[config.mk]
export PLATFORM = sky130hd
export DESIGN_NAME = bsr_status_read
export DESIGN_NICKNAME = d
export VERILOG_FILES = /design/src/rtl/bsr_pkg.sv /design/src/rtl/bsr_access_detect.sv /design/src/rtl/bsr_toggle.sv /design/src/rtl/bsr_out_reg.sv /design/src/rtl/bsr_status_read.sv
export SDC_FILE = /design/constraint.sdc
export NUM_CORES = 1
export LEC_CHECK = 0
export BUFFER_PORTS_ARGS = -buffer_cell sky130_fd_sc_hd__buf_2
export CAP_MARGIN = 10
export CORE_AREA = 2 2 39 41
export CTS_BUF_LIST = sky130_fd_sc_hd__clkbuf_8
export DETAILED_ROUTE_END_ITERATION = 12
export DIE_AREA = 0 0 41 43
export GPL_TIMING_DRIVEN = 0
export HOLD_SLACK_MARGIN = 0.05
export PLACE_DENSITY = 0.66
export SYNTH_ARGS = -nofsm -noshare
export SYNTH_HDL_FRONTEND = slang
export SYNTH_SLANG_ARGS = --single-unit
export TNS_END_PERCENT = 20
[constraint.sdc]
create_clock -name clk -period 2.3 [get_ports clk]
set_clock_uncertainty 0.2 [all_clocks]
set_input_delay 0.46 -clock clk [delete_from_list [all_inputs] [get_ports clk]]
set_output_delay 0.46 -clock clk [all_outputs]
set_load 0.02 [all_outputs]
[src/rtl/bsr_pkg.sv]
package bsr_pkg;
  typedef struct packed {
    logic active;
    logic start;
  } bsr_access_t;
endpackage

[src/rtl/bsr_access_detect.sv]
module bsr_access_detect
  import bsr_pkg::*;
(
  input  logic        clk,
  input  logic        rst,
  input  logic        chip_en_i,
  input  logic        out_en_i,
  output bsr_access_t acc_o
);
  logic act;
  logic act_q;

  assign act = chip_en_i & out_en_i;

  always_ff @(posedge clk) begin
    if (rst) act_q <= 1'b0;
    else     act_q <= act;
  end

  assign acc_o.active = act;
  assign acc_o.start  = act & ~act_q;
endmodule

[src/rtl/bsr_toggle.sv]
module bsr_toggle (
  input  logic clk,
  input  logic rst,
  input  logic advance_i,
  output logic tog_next_o
);
  logic tog_q;

  assign tog_next_o = tog_q ^ advance_i;

  always_ff @(posedge clk) begin
    if (rst) tog_q <= 1'b0;
    else     tog_q <= tog_next_o;
  end
endmodule

[src/rtl/bsr_out_reg.sv]
module bsr_out_reg
  import bsr_pkg::*;
#(
  parameter int DATA_W = 8
) (
  input  logic              clk,
  input  logic              rst,
  input  bsr_access_t       acc_i,
  input  logic              busy_i,
  input  logic [DATA_W-1:0] last_byte_i,
  input  logic [DATA_W-1:0] array_i,
  input  logic              tog_i,
  output logic [DATA_W-1:0] data_o,
  output logic              data_oe_o
);
  localparam int POLL_BIT = DATA_W - 1;
  localparam int TOG_BIT  = DATA_W - 2;

  logic [DATA_W-1:0] status_w;

  genvar gi;
  generate
    for (gi = 0; gi < DATA_W; gi++) begin : g_stat
      if (gi == POLL_BIT) begin : g_poll
        assign status_w[gi] = ~last_byte_i[gi];
      end else if (gi == TOG_BIT) begin : g_tog
        assign status_w[gi] = tog_i;
      end else begin : g_zero
        assign status_w[gi] = 1'b0;
      end
    end
  endgenerate

  always_ff @(posedge clk) begin
    if (rst) begin
      data_o    <= '0;
      data_oe_o <= 1'b0;
    end else begin
      data_oe_o <= acc_i.active;
      if (!acc_i.active) data_o <= '0;
      else if (busy_i)   data_o <= status_w;
      else               data_o <= array_i;
    end
  end
endmodule

[src/rtl/bsr_status_read.sv]
module bsr_status_read
  import bsr_pkg::*;
#(
  parameter int DATA_W = 8
) (
  input  logic              clk,
  input  logic              rst,
  input  logic              chip_en_i,
  input  logic              out_en_i,
  input  logic              busy_i,
  input  logic [DATA_W-1:0] last_byte_i,
  input  logic [DATA_W-1:0] array_i,
  output logic [DATA_W-1:0] data_o,
  output logic              data_oe_o
);
  bsr_access_t acc;
  logic        adv;
  logic        tog_next;

  bsr_access_detect u_acc (
    .clk       (clk),
    .rst       (rst),
    .chip_en_i (chip_en_i),
    .out_en_i  (out_en_i),
    .acc_o     (acc)
  );

  assign adv = acc.start & busy_i;

  bsr_toggle u_tog (
    .clk        (clk),
    .rst        (rst),
    .advance_i  (adv),
    .tog_next_o (tog_next)
  );

  bsr_out_reg #(.DATA_W(DATA_W)) u_out (
    .clk         (clk),
    .rst         (rst),
    .acc_i       (acc),
    .busy_i      (busy_i),
    .last_byte_i (last_byte_i),
    .array_i     (array_i),
    .tog_i       (tog_next),
    .data_o      (data_o),
    .data_oe_o   (data_oe_o)
  );
endmodule

### Word level (Yosys, flattened, before mapping)

Index checks and enable logic that the tools add are counted.
Widths: inputs -> output; s select.

| storage, ports and cells | value |
|---|---|
| flip-flop bits (word level) | 10 |
| output and inout port bits | 9 |
| logic and storage cells | 14 |

| cells by class | value |
|---|---|
| mux-type cells | 1 |
| bitwise logic cells | 7 |
| reductions and logical operators | 2 |

Operators by type and width:

| operator | number |
|---|---|
| $mux 8 | 1 |
| $and 1x1->1 | 3 |
| $not 1->1 | 3 |
| $reduce_or 3->1 | 1 |
| $reduce_or 2->1 | 1 |
| $xor 1x1->1 | 1 |

### Longest topological paths before layout

Gate-level depths: netlist (run 1).

| depth | value |
|---|---|
| depth in word-level cells | 5 |
| gate-level depth with buffers | 2 |

### Cells and area by module

From an unflattened synthesis (run 1), not the netlist that was laid out.

| second synthesis, totals | value |
|---|---|
| cell total of the unflattened synthesis | 32 |
| area, all modules | 367.9 um2 |

By module, submodules not included:

| module | instances | cells each | area an instance (um2) |
|---|---|---|---|
| bsr_out_reg | 1 | 23 | 271.5 |
| bsr_access_detect | 1 | 5 | 52.6 |
| bsr_toggle | 1 | 3 | 37.5 |
| bsr_status_read | 1 | 1 | 6.3 |

### Least setup slack after synthesis (run 1)

OpenSTA, ideal clock, no wires.

| timing | value |
|---|---|
| path kind | register -> register |
| start | register u_acc.act_q |
| end | register u_tog.tog_q |
| setup time | 0.123 ns |
| data arrival time | 0.896 ns |
| data required time | 1.977 ns |
| slack | 1.081 ns |
| cell stages (with the launch flop) | 3 |
| path buffers | 0 |
| cell sequence | dfxtp_1 nand4b_1 mux2_1 |

| on the way | value |
|---|---|
| cells in the longest elaborated chain, start to end | 4 |

RTL lines:

| what | RTL line | text |
|---|---|---|
| from (decl) | bsr_access_detect.sv:11 | `logic act_q;` |
| from (signal assigned) | bsr_access_detect.sv:17 | `else act_q <= act;` |
| $not 1->1 | bsr_access_detect.sv:21 | `assign acc_o.start = act & ~act_q;` |
| $and 1x1->1 | bsr_access_detect.sv:21 |  |
| $and 1x1->1 | bsr_status_read.sv:28 | `assign adv = acc.start & busy_i;` |
| $xor 1x1->1 | bsr_toggle.sv:9 | `assign tog_next_o = tog_q ^ advance_i;` |
| to (signal assigned) | bsr_toggle.sv:13 | `else tog_q <= tog_next_o;` |
| to (decl) | bsr_toggle.sv:7 | `logic tog_q;` |

Every way passes these cells.
A chain may end at the register's enable or synchronous reset.

==> results of run 1 <==
## cell families after synthesis
family and share of synthesized area:
AO/OA/AOI/OAI 0.04002, XOR/XNOR 0.02546, flip-flops 0.5818, multiplexers 0.03272, AND/OR/NAND/NOR 0.3200
## sequential cells by signal, summed over array words and instances, names as in the netlist
signal        cells
u_out.data_o      8
u_acc.act_q       1
u_tog.tog_q       1
## power by group
| group | switching, mW | total, mW | internal (mW) |
|---|---|---|---|
| clock | 0.0568 | 0.170 | 0.114 |
| combinational | 0.0156 | 0.0326 | 0.0170 |
| sequential | 0.00186 | 0.181 | 0.179 |
| total | 0.0742 | 0.384 | 0.309 |
## per-layer routing
metal  routed length, microns  up-vias  global-route usage  part of all wire
li1                         -      154                   -                 -
met1                      283      126             0.08795              0.45
met2                      245       19              0.1000              0.39
met3                       86        2             0.04712              0.14
met4                       11        0             0.08000             0.018
met5                        0        -                   0                 0
## layout by cell type (no fill, tap or decap), drive strengths merged
cell    count
xor2        1
nor2b       1
and4bb      1
nor2        2
o22ai       1
nand2b      2
mux2        1
a211oi      1
nand2       1
buf        22
and2        6
nand4b      3
clkbuf      3
dfxtp      10
## area by class of cell
type | count | area share
timing repair buffer | 22 | 0.2136
tap | 16 | 0.03883
multi-input combinational | 20 | 0.2791
clock buffer | 3 | 0.08010
sequential | 10 | 0.3883
## final timing paths
check,startpoint,to,slack (ps),depth (start not counted)
hold reg to reg,u_tog.tog_q,u_tog.tog_q,350,2
hold / removal,array_i[5],u_out.data_o[5],230,2
setup / recovery,u_acc.act_q,data_oe_o,890,1
setup reg to reg,u_acc.act_q,u_tog.tog_q,1170,2
## through the flow
| step | total power [mW] | cell area (sq um) | hold slack [ps] | setup slack (ps) |
|---|---|---|---|---|
| after floorplan | 0.1979 | 344.1 | 323.9 | 1081 |
| after global placement | 0.2159 | 474.2 | 333.0 | 952.0 |
| after detailed placement | 0.2164 | 474.2 | 353.2 | 936.4 |
| after CTS | 0.3904 | 515.5 | 224.4 | 881.0 |
| after global routing | 0.4007 | 515.5 | 231.2 | 855.0 |
| final | 0.3835 | 515.5 | 229.2 | 888.3 |
==> results by group, run 1 <==
Outcome
  – Status: finished, final reports clean

Layout
  – Final nets: 78
  – Layout area overhead: 49.82%
  – Final Instance Count excl. Fillers: 71
  – Register Area: 200.2 sq um
  – Final Util: 0.3725
  – Share of cells above drive strength 1: 0.4727
  – N_diodes: 0
  – Multi-input gate area: 143.9 sq um
  – Filler cells: 147

Clocking
  – Worst skew pair latency: 230 ps
  – Post_cts resized: 0
  – Root buf cell: clkbuf_8
  – Cts hold-fix bufs: 0
  – Cts bufs inserted: 3
  – Clk sinks: 10
  – Setup Buffers After CTS: 0
  – Clk buf depth: 2
  – Clock transition at path regs: 40 ps
  – CTS tree: yes
  – H-tree depth: 1

STA
  – Final-report setup violation count: 0
  – Final worst-path cycle share: 0.6138
  – Relative slew slack: 0.8846
  – Final Hold Vio Count: 0
  – Setup TNS: 0 ps
  – Final Max Slew Viols: 0
  – RSZ-0062 raised after global routing: no
  – Worst-Margin Slew: 172.0 ps
  – Max Freq: 0.7084 GHz
  – Tmin final: 1412 ps

Placement
  – Gp weighted congestion: 0.5266
  – Post-DP HPWL: 491.7 microns
  – Buffers on Ports: 22
  – Dpl cells: 68

Critical path
  – Setup CP Type: reg -> out
  – Crit-path max FO: 3
  – Startpoint types: flop
  – Worst Path Buf+Inv: 1
  – Critical Path AT: 750 ps
  – Worst path max stage delay: 350 ps
  – CP Cell Sequence: buf_2
  – WP data required: 1640 ps
  – Slowest CP cell: dfxtp_1
  – Delay-heaviest family, CP: flip-flops
  – CP Capture Type: output pin

Synth
  – Count leader, synth: dfxtp_1
  – Register area share after synthesis: 0.5818
  – Leading area contributor after synthesis: dfxtp_1
  – Synth Flop Type: dfxtp_1
  – Synth top area share: 0.5818
  – Ranking of synthesized cells by area: dfxtp_1, and2_1, nand4b_1
  – Ys Warns: 0
  – Synth Cell Area: 344.1 sq um
  – Post-synth net total: 51
  – Syn Area/Cell: 11.47 sq um
  – Ys async rst share: 0
  – Post-synth top cells: dfxtp_1, and2_1, nand4b_1, nand2b_1, nor2_1
  – Yosys reg bits: 10
  – Number of enable flip-flop cells after synthesis: 0
  – Yosys cell types: 12
  – Mapped Cells: 30

Detailed routing
  – Vias: 301
  – Vias per std cell: 4.239
  – Antenna viol nets, final: 0
  – Post-DR wirelength/cell: 8.831 microns
  – Routed wire length: 627 microns
  – Drt first pass iters: 2
  – 1st-iter DRT viols: 1
  – Drc violations: 0

Die
  – Rows: 14
  – Die area: 1763 sq um
  – Placeable core area: 1384 sq um
  – Starting density of the core: 0.2486
  – Vert. Die Dim: 43 microns
  – Num ports: 30
  – Die W: 41 microns

Global route
  – Tot GR Track Use: 0.08065
  – Vias in the first global route: 248
  – First-pass GRT wire length: 883 microns
  – GR Overflow Total: 0
  – Initial antenna violation count: 0
  – Largest net degree at the start of global routing: 8

Worst hold path
  – Hold Path Class: in -> reg

Pwr
  – VDD IR max: 0.3731 mV
  – Leakage: 0.2586 nW
  – P per Cell Area: 744.0 nW/um^2

Run
  – # Max-Cap Violations: 0
(Power assumes the default switching activity.)
==> run 2, diff against run 1 <==
--- a/config.mk
+++ b/config.mk
@@ -5,6 +5,7 @@
 export SDC_FILE = /design/constraint.sdc
 export NUM_CORES = 1
 export LEC_CHECK = 0
+export ABC_AREA = 1
 export BUFFER_PORTS_ARGS = -buffer_cell sky130_fd_sc_hd__buf_2
 export CAP_MARGIN = 10
 export CORE_AREA = 2 2 39 41
@@ -13,7 +14,7 @@
 export DIE_AREA = 0 0 41 43
 export GPL_TIMING_DRIVEN = 0
 export HOLD_SLACK_MARGIN = 0.05
-export PLACE_DENSITY = 0.66
+export PLACE_DENSITY = 0.68
 export SYNTH_ARGS = -nofsm -noshare
 export SYNTH_HDL_FRONTEND = slang
 export SYNTH_SLANG_ARGS = --single-unit
==> constraint.sdc (replaced) <==
create_clock -name clk -period 1.45 [get_ports clk]
set_clock_uncertainty 0.2 [all_clocks]
set_input_delay 0.29 -clock clk [delete_from_list [all_inputs] [get_ports clk]]
set_output_delay 0.29 -clock clk [all_outputs]
set_load 0.02 [all_outputs]
==> results by group, run 2 <==
Outcome
  – Status: finished, final reports clean

Placement
  – Gp weighted congestion: 0.6173
  – Post-DP HPWL: 552.9 microns
  – Dpl cells: 80
  – Pre-CTS WS: 339.9 ps
  – Placed cell area: 499.2 sq um
  – Buffers on Ports: 22

Pwr
  – VDD IR max: 0.5185 mV
  – Leakage: 0.3186 nW
  – P per Cell Area: 1241 nW/um^2
  – Power, Total: 688.1 uW

STA
  – Final Max Slew Viols: 0
  – Final worst-path cycle share: 0.8729
  – Final Hold Vio Count: 0
  – Relative slew slack: 0.8980
  – Worst setup margin: 184.3 ps
  – Max Freq: 0.7901 GHz
  – RSZ-0062 raised after global routing: no
  – Setup TNS: 0 ps
  – Worst-Margin Slew: 151.9 ps
  – Tmin final: 1266 ps
  – Final-report setup violation count: 0

Detailed routing
  – Drc violations: 0
  – Vias per std cell: 3.917
  – Routed wire length: 658 microns
  – Antenna viol nets, final: 0
  – Post-DR wirelength/cell: 7.833 microns
  – Drt first pass iters: 4
  – 1st-iter DRT viols: 8
  – Vias: 329

Worst hold path
  – WHS Path Cells: 3
  – Hold endpoint: u_out.data_o[4]
  – Hold Path Class: in -> reg
  – Min-delay src: array_i[4]

Critical path
  – Startpoint types: flop
  – CP Capture Type: output pin
  – Worst path max stage delay: 360 ps
  – R2R setup slack: 460 ps
  – Setup CP Type: reg -> out
  – Critical path origin: u_acc.act_q
  – RR Endpoint: u_out.data_o[6]
  – Worst r2r src: u_acc.act_q
  – Delay-heaviest family, CP: flip-flops
  – Critical Path AT: 780 ps
  – CP Cell Sequence: buf_2
  – Worst Path Buf+Inv: 1
  – WP data required: 960 ps
  – Crit-path max FO: 2
  – Slowest CP cell: dfxtp_1
  – R2R depth: 6

Synth
  – Count leader, synth: dfxtp_1
  – Leading area contributor after synthesis: dfxtp_1
  – Number of enable flip-flop cells after synthesis: 0
  – Register area share after synthesis: 0.5424
  – Post-synth top cells: dfxtp_1, inv_1, nand2_1, nor2_2
  – Synth Flop Type: dfxtp_1
  – Ys Warns: 0
  – Syn Area/Cell: 8.788 sq um
  – Ys async rst share: 0
  – Synth Cell Area: 369.1 sq um
  – Yosys reg bits: 10
  – Mapped Cells: 42
  – Post-synth net total: 63
  – Yosys cell types: 12
  – Ranking of synthesized cells by area: dfxtp_1, nor2_2, inv_1
  – Synth top area share: 0.5424

Global route
  – Vias in the first global route: 312
  – Initial antenna violation count: 0
  – Tot GR Track Use: 0.09668
  – First-pass GRT wire length: 1.104 mm
  – GR Overflow Total: 0
  – Largest net degree at the start of global routing: 7

Die
  – Vert. Die Dim: 43 microns
  – Die area: 1763 sq um
  – Rows: 14
  – Placeable core area: 1384 sq um
  – Num ports: 30
  – Starting density of the core: 0.2667
  – Die W: 41 microns

Clocking
  – H-tree depth: 1
  – Worst skew pair latency: 230 ps
  – Clock transition at path regs: 50 ps
  – Cts hold-fix bufs: 0
  – Clk buf depth: 2
  – Post_cts resized: 0
  – Cts bufs inserted: 3
  – Clk sinks: 10
  – Root buf cell: clkbuf_8
  – CTS tree: yes
  – Setup Buffers After CTS: 0

Layout
  – Share of cells above drive strength 1: 0.5588
  – Layout area overhead: 50.17%
  – Commonest non-fill, non-tap cell in the layout: buf_2
  – Final Instance Count excl. Fillers: 84
  – N_diodes: 0
  – Finished Cell Area: 554.3 sq um
  – Most frequent cells in the layout: buf_2, dfxtp_1, inv_1
  – Final nets: 90
  – Biggest register: u_out.data_o
  – Max reg flops: 8
  – Largest registers: u_out.data_o x8, u_acc.act_q x1, u_tog.tog_q x1

Run
  – # Max-Cap Violations: 0
run 2: cells by family after synthesis:
logic type	Yosys count	synth area share
buffers and inverters	10	0.1017
AND/OR/NAND/NOR	20	0.3288
flip-flops	10	0.5424
AO/OA/AOI/OAI	2	0.02709
run 2: cell type report:
type,count,area [sq um]
Fill cell,152,829.5
Clock buffer,4,55.05
Sequential cell,10,200.2
Inverter,10,37.54
Multi-Input combinational cell,22,131.4
Timing Repair Buffer,22,110.1
Tap cell,16,20.02
run 2: power breakdown:
part / switching [mW] / leakage, nW / internal, mW
registers: 0.00270 / 0.0812 / 0.282
logic: 0.0335 / 0.209 / 0.0255
clock network: 0.106 / 0.0288 / 0.238
total: 0.142 / 0.319 / 0.546
run 2: per-stage QoR:
| stage | hold WS [ps] | utilization |
|---|---|---|
| detailed placement | 281.2 | 0.3608 |
| floorplan | 159.1 | - |
| CTS | 72.42 | 0.4005 |
| global placement | 264.5 | 0.3608 |
| global route | 77.13 | 0.4005 |
| finish | 75.06 | 0.4005 |
run 2: per-layer routing:
layer / global-route usage / part of all wire
met1: 0.1006 / 0.34
met2: 0.1406 / 0.54
met3: 0.04188 / 0.12
met4: 0.08000 / 0
met5: 0 / 0
run 2: worst max-delay path by stage:
stage,to,slack [ps],depth (start not counted)
detailed placement,u_out.data_o[6],340,7
finish,data_oe_o,180,1
floorplan,u_out.data_o[6],400,6
global placement,u_out.data_o[6],350,7
CTS,data_oe_o,170,1
global route,data_oe_o,140,1
==> run 3, diff against run 2 <==
--- a/config.mk
+++ b/config.mk
@@ -14,7 +14,7 @@
 export DIE_AREA = 0 0 41 43
 export GPL_TIMING_DRIVEN = 0
 export HOLD_SLACK_MARGIN = 0.05
-export PLACE_DENSITY = 0.68
+export PLACE_DENSITY = 0.63
 export SYNTH_ARGS = -nofsm -noshare
 export SYNTH_HDL_FRONTEND = slang
 export SYNTH_SLANG_ARGS = --single-unit
==> constraint.sdc (replaced) <==
create_clock -name clk -period 1.49 [get_ports clk]
set_clock_uncertainty 0.2 [all_clocks]
set_input_delay 0.298 -clock clk [delete_from_list [all_inputs] [get_ports clk]]
set_output_delay 0.298 -clock clk [all_outputs]
set_load 0.02 [all_outputs]
==> results by group, run 3 (same netlist as run 2, synthesis figures left out) <==
STA
  – Worst-Margin Slew: 156.2 ps
  – Setup TNS: 0 ps
  – Final Hold Vio Count: 0
  – Relative slew slack: 0.8957
  – Final hold slack: 87.28 ps
  – Final Max Slew Viols: 0
  – Tmin final: 1265 ps
  – Max Freq: 0.7905 GHz
  – RSZ-0062 raised after global routing: no
  – Final-report setup violation count: 0
  – Final worst-path cycle share: 0.8490

Global route
  – Initial antenna violation count: 0
  – Vias in the first global route: 269
  – Tot GR Track Use: 0.08468
  – GR Overflow Total: 0
  – Largest net degree at the start of global routing: 7
  – First-pass GRT wire length: 972 microns

Critical path
  – Critical path origin: u_acc.act_q
  – Crit-path max FO: 2
  – CP Capture Type: output pin
  – Slowest CP cell: dfxtp_1
  – CP Capture Point: data_oe_o
  – R2R setup slack: 490 ps
  – Delay-heaviest family, CP: flip-flops
  – CP Cell Sequence: buf_2
  – R2R depth: 6
  – Levels on crit path: 1
  – Worst Path Buf+Inv: 1
  – Worst r2r src: u_acc.act_q
  – WP data required: 990 ps
  – Worst path max stage delay: 360 ps
  – Setup CP Type: reg -> out
  – Startpoint types: flop
  – RR Endpoint: u_out.data_o[6]
  – Critical Path AT: 770 ps

Layout
  – Layout area overhead: 50.17%
  – Most frequent cells in the layout: buf_2, dfxtp_1, inv_1
  – Final Instance Count excl. Fillers: 84
  – Final nets: 90
  – Biggest register: u_out.data_o
  – Max reg flops: 8
  – Largest registers: u_out.data_o x8, u_acc.act_q x1, u_tog.tog_q x1
  – Filler cells: 155
  – Commonest non-fill, non-tap cell in the layout: buf_2
  – N_diodes: 0
  – Share of cells above drive strength 1: 0.5588

Detailed routing
  – Vias per std cell: 3.881
  – Vias: 326
  – Drt first pass iters: 2
  – Drc violations: 0
  – 1st-iter DRT viols: 3
  – Post-DR wirelength/cell: 7.702 microns
  – Routed wire length: 647 microns
  – Antenna viol nets, final: 0

Die
  – Die area: 1763 sq um
  – Placeable core area: 1384 sq um
  – Num ports: 30
  – Die W: 41 microns
  – Rows: 14
  – Vert. Die Dim: 43 microns
  – Starting density of the core: 0.2667

Clocking
  – Clk sinks: 10
  – Clk buf depth: 2
  – Cts bufs inserted: 3
  – H-tree depth: 1
  – Clock transition at path regs: 50 ps
  – Root buf cell: clkbuf_8
  – Worst skew pair latency: 230 ps
  – Post_cts resized: 0
  – CTS tree: yes
  – Setup Buffers After CTS: 0
  – Cts hold-fix bufs: 0

Pwr
  – Net Sw Frac: 0.1983
  – Sequential share of power: 0.419
  – Clk pwr share: 0.494
  – Int Power: 531.1 uW
  – Comb pwr share: 0.087
  – P per Cell Area: 1195 nW/um^2
  – Leakage: 0.3186 nW
  – Power, Total: 662.5 uW
  – VDD IR max: 0.4903 mV
  – P_sw: 131.4 uW

Outcome
  – Status: finished, final reports clean

Placement
  – Post-DP HPWL: 523.9 microns
  – Dpl cells: 80
  – Buffers on Ports: 22
  – Gp weighted congestion: 0.4770

Run
  – # Max-Cap Violations: 0

Worst hold path
  – Hold Path Class: in -> reg
## run 3: cell type report
type	count	area [sq um]	area share
multi-input cells	22	131.4	0.2370
inverters	10	37.54	0.06772
well taps	16	20.02	0.03612
clock buffers	4	55.05	0.09932
repair buffers	22	110.1	0.1986
flip-flops and latches	10	200.2	0.3612
## run 3: worst min-delay path by stage
| stage | slack, ps | from | end | cells after the start |
|---|---|---|---|---|
| 6_report | 90 | array_i[0] | u_out.data_o[0] | 3 |
| 5_1_grt | 90 | array_i[2] | u_out.data_o[2] | 3 |
| 4_1_cts | 80 | array_i[0] | u_out.data_o[0] | 3 |
| 3_5_place_dp | 290 | u_tog.tog_q | u_tog.tog_q | 2 |
| 3_3_place_gp | 270 | u_tog.tog_q | u_tog.tog_q | 2 |
| 2_1_floorplan | 170 | rst | u_tog.tog_q | 1 |
## run 3: stage by stage
step | utilization | worst slack [ps] | cell area, sq um
2_1_floorplan | - | 444.6 | 369.1
3_3_place_gp | 0.3608 | 376.2 | 499.2
3_5_place_dp | 0.3608 | 356.8 | 499.2
4_1_cts | 0.4005 | 207.5 | 554.3
5_1_grt | 0.4005 | 186.8 | 554.3
6_report | 0.4005 | 224.9 | 554.3
## run 3: power by group through the flow
stage                     clock network, mW  logic (mW)  registers [mW]
after CTS                             0.343      0.0585           0.277
after global placement                    0      0.0571           0.282
after detailed placement                  0      0.0581           0.283
final                                 0.327      0.0577           0.278
after global routing                  0.359      0.0650           0.278
after floorplan                           0      0.0251           0.289
## run 3: worst register-to-register path, stage by stage (launching register included)
cell     delay, ps
dfxtp_1        320
nor2_4         110
nand2_1         60
nand2_2         60
nand2_1         40
nand2_1         50
nand2_1         50
## run 3: layer usage
layer / track usage / vias to the layer above / part of all wire
li1: - / 173 / -
met1: 0.08143 / 141 / 0.37
met2: 0.1375 / 12 / 0.53
met3: 0.03141 / 0 / 0.099
met4: 0.06000 / 0 / 0
met5: 0 / - / 0
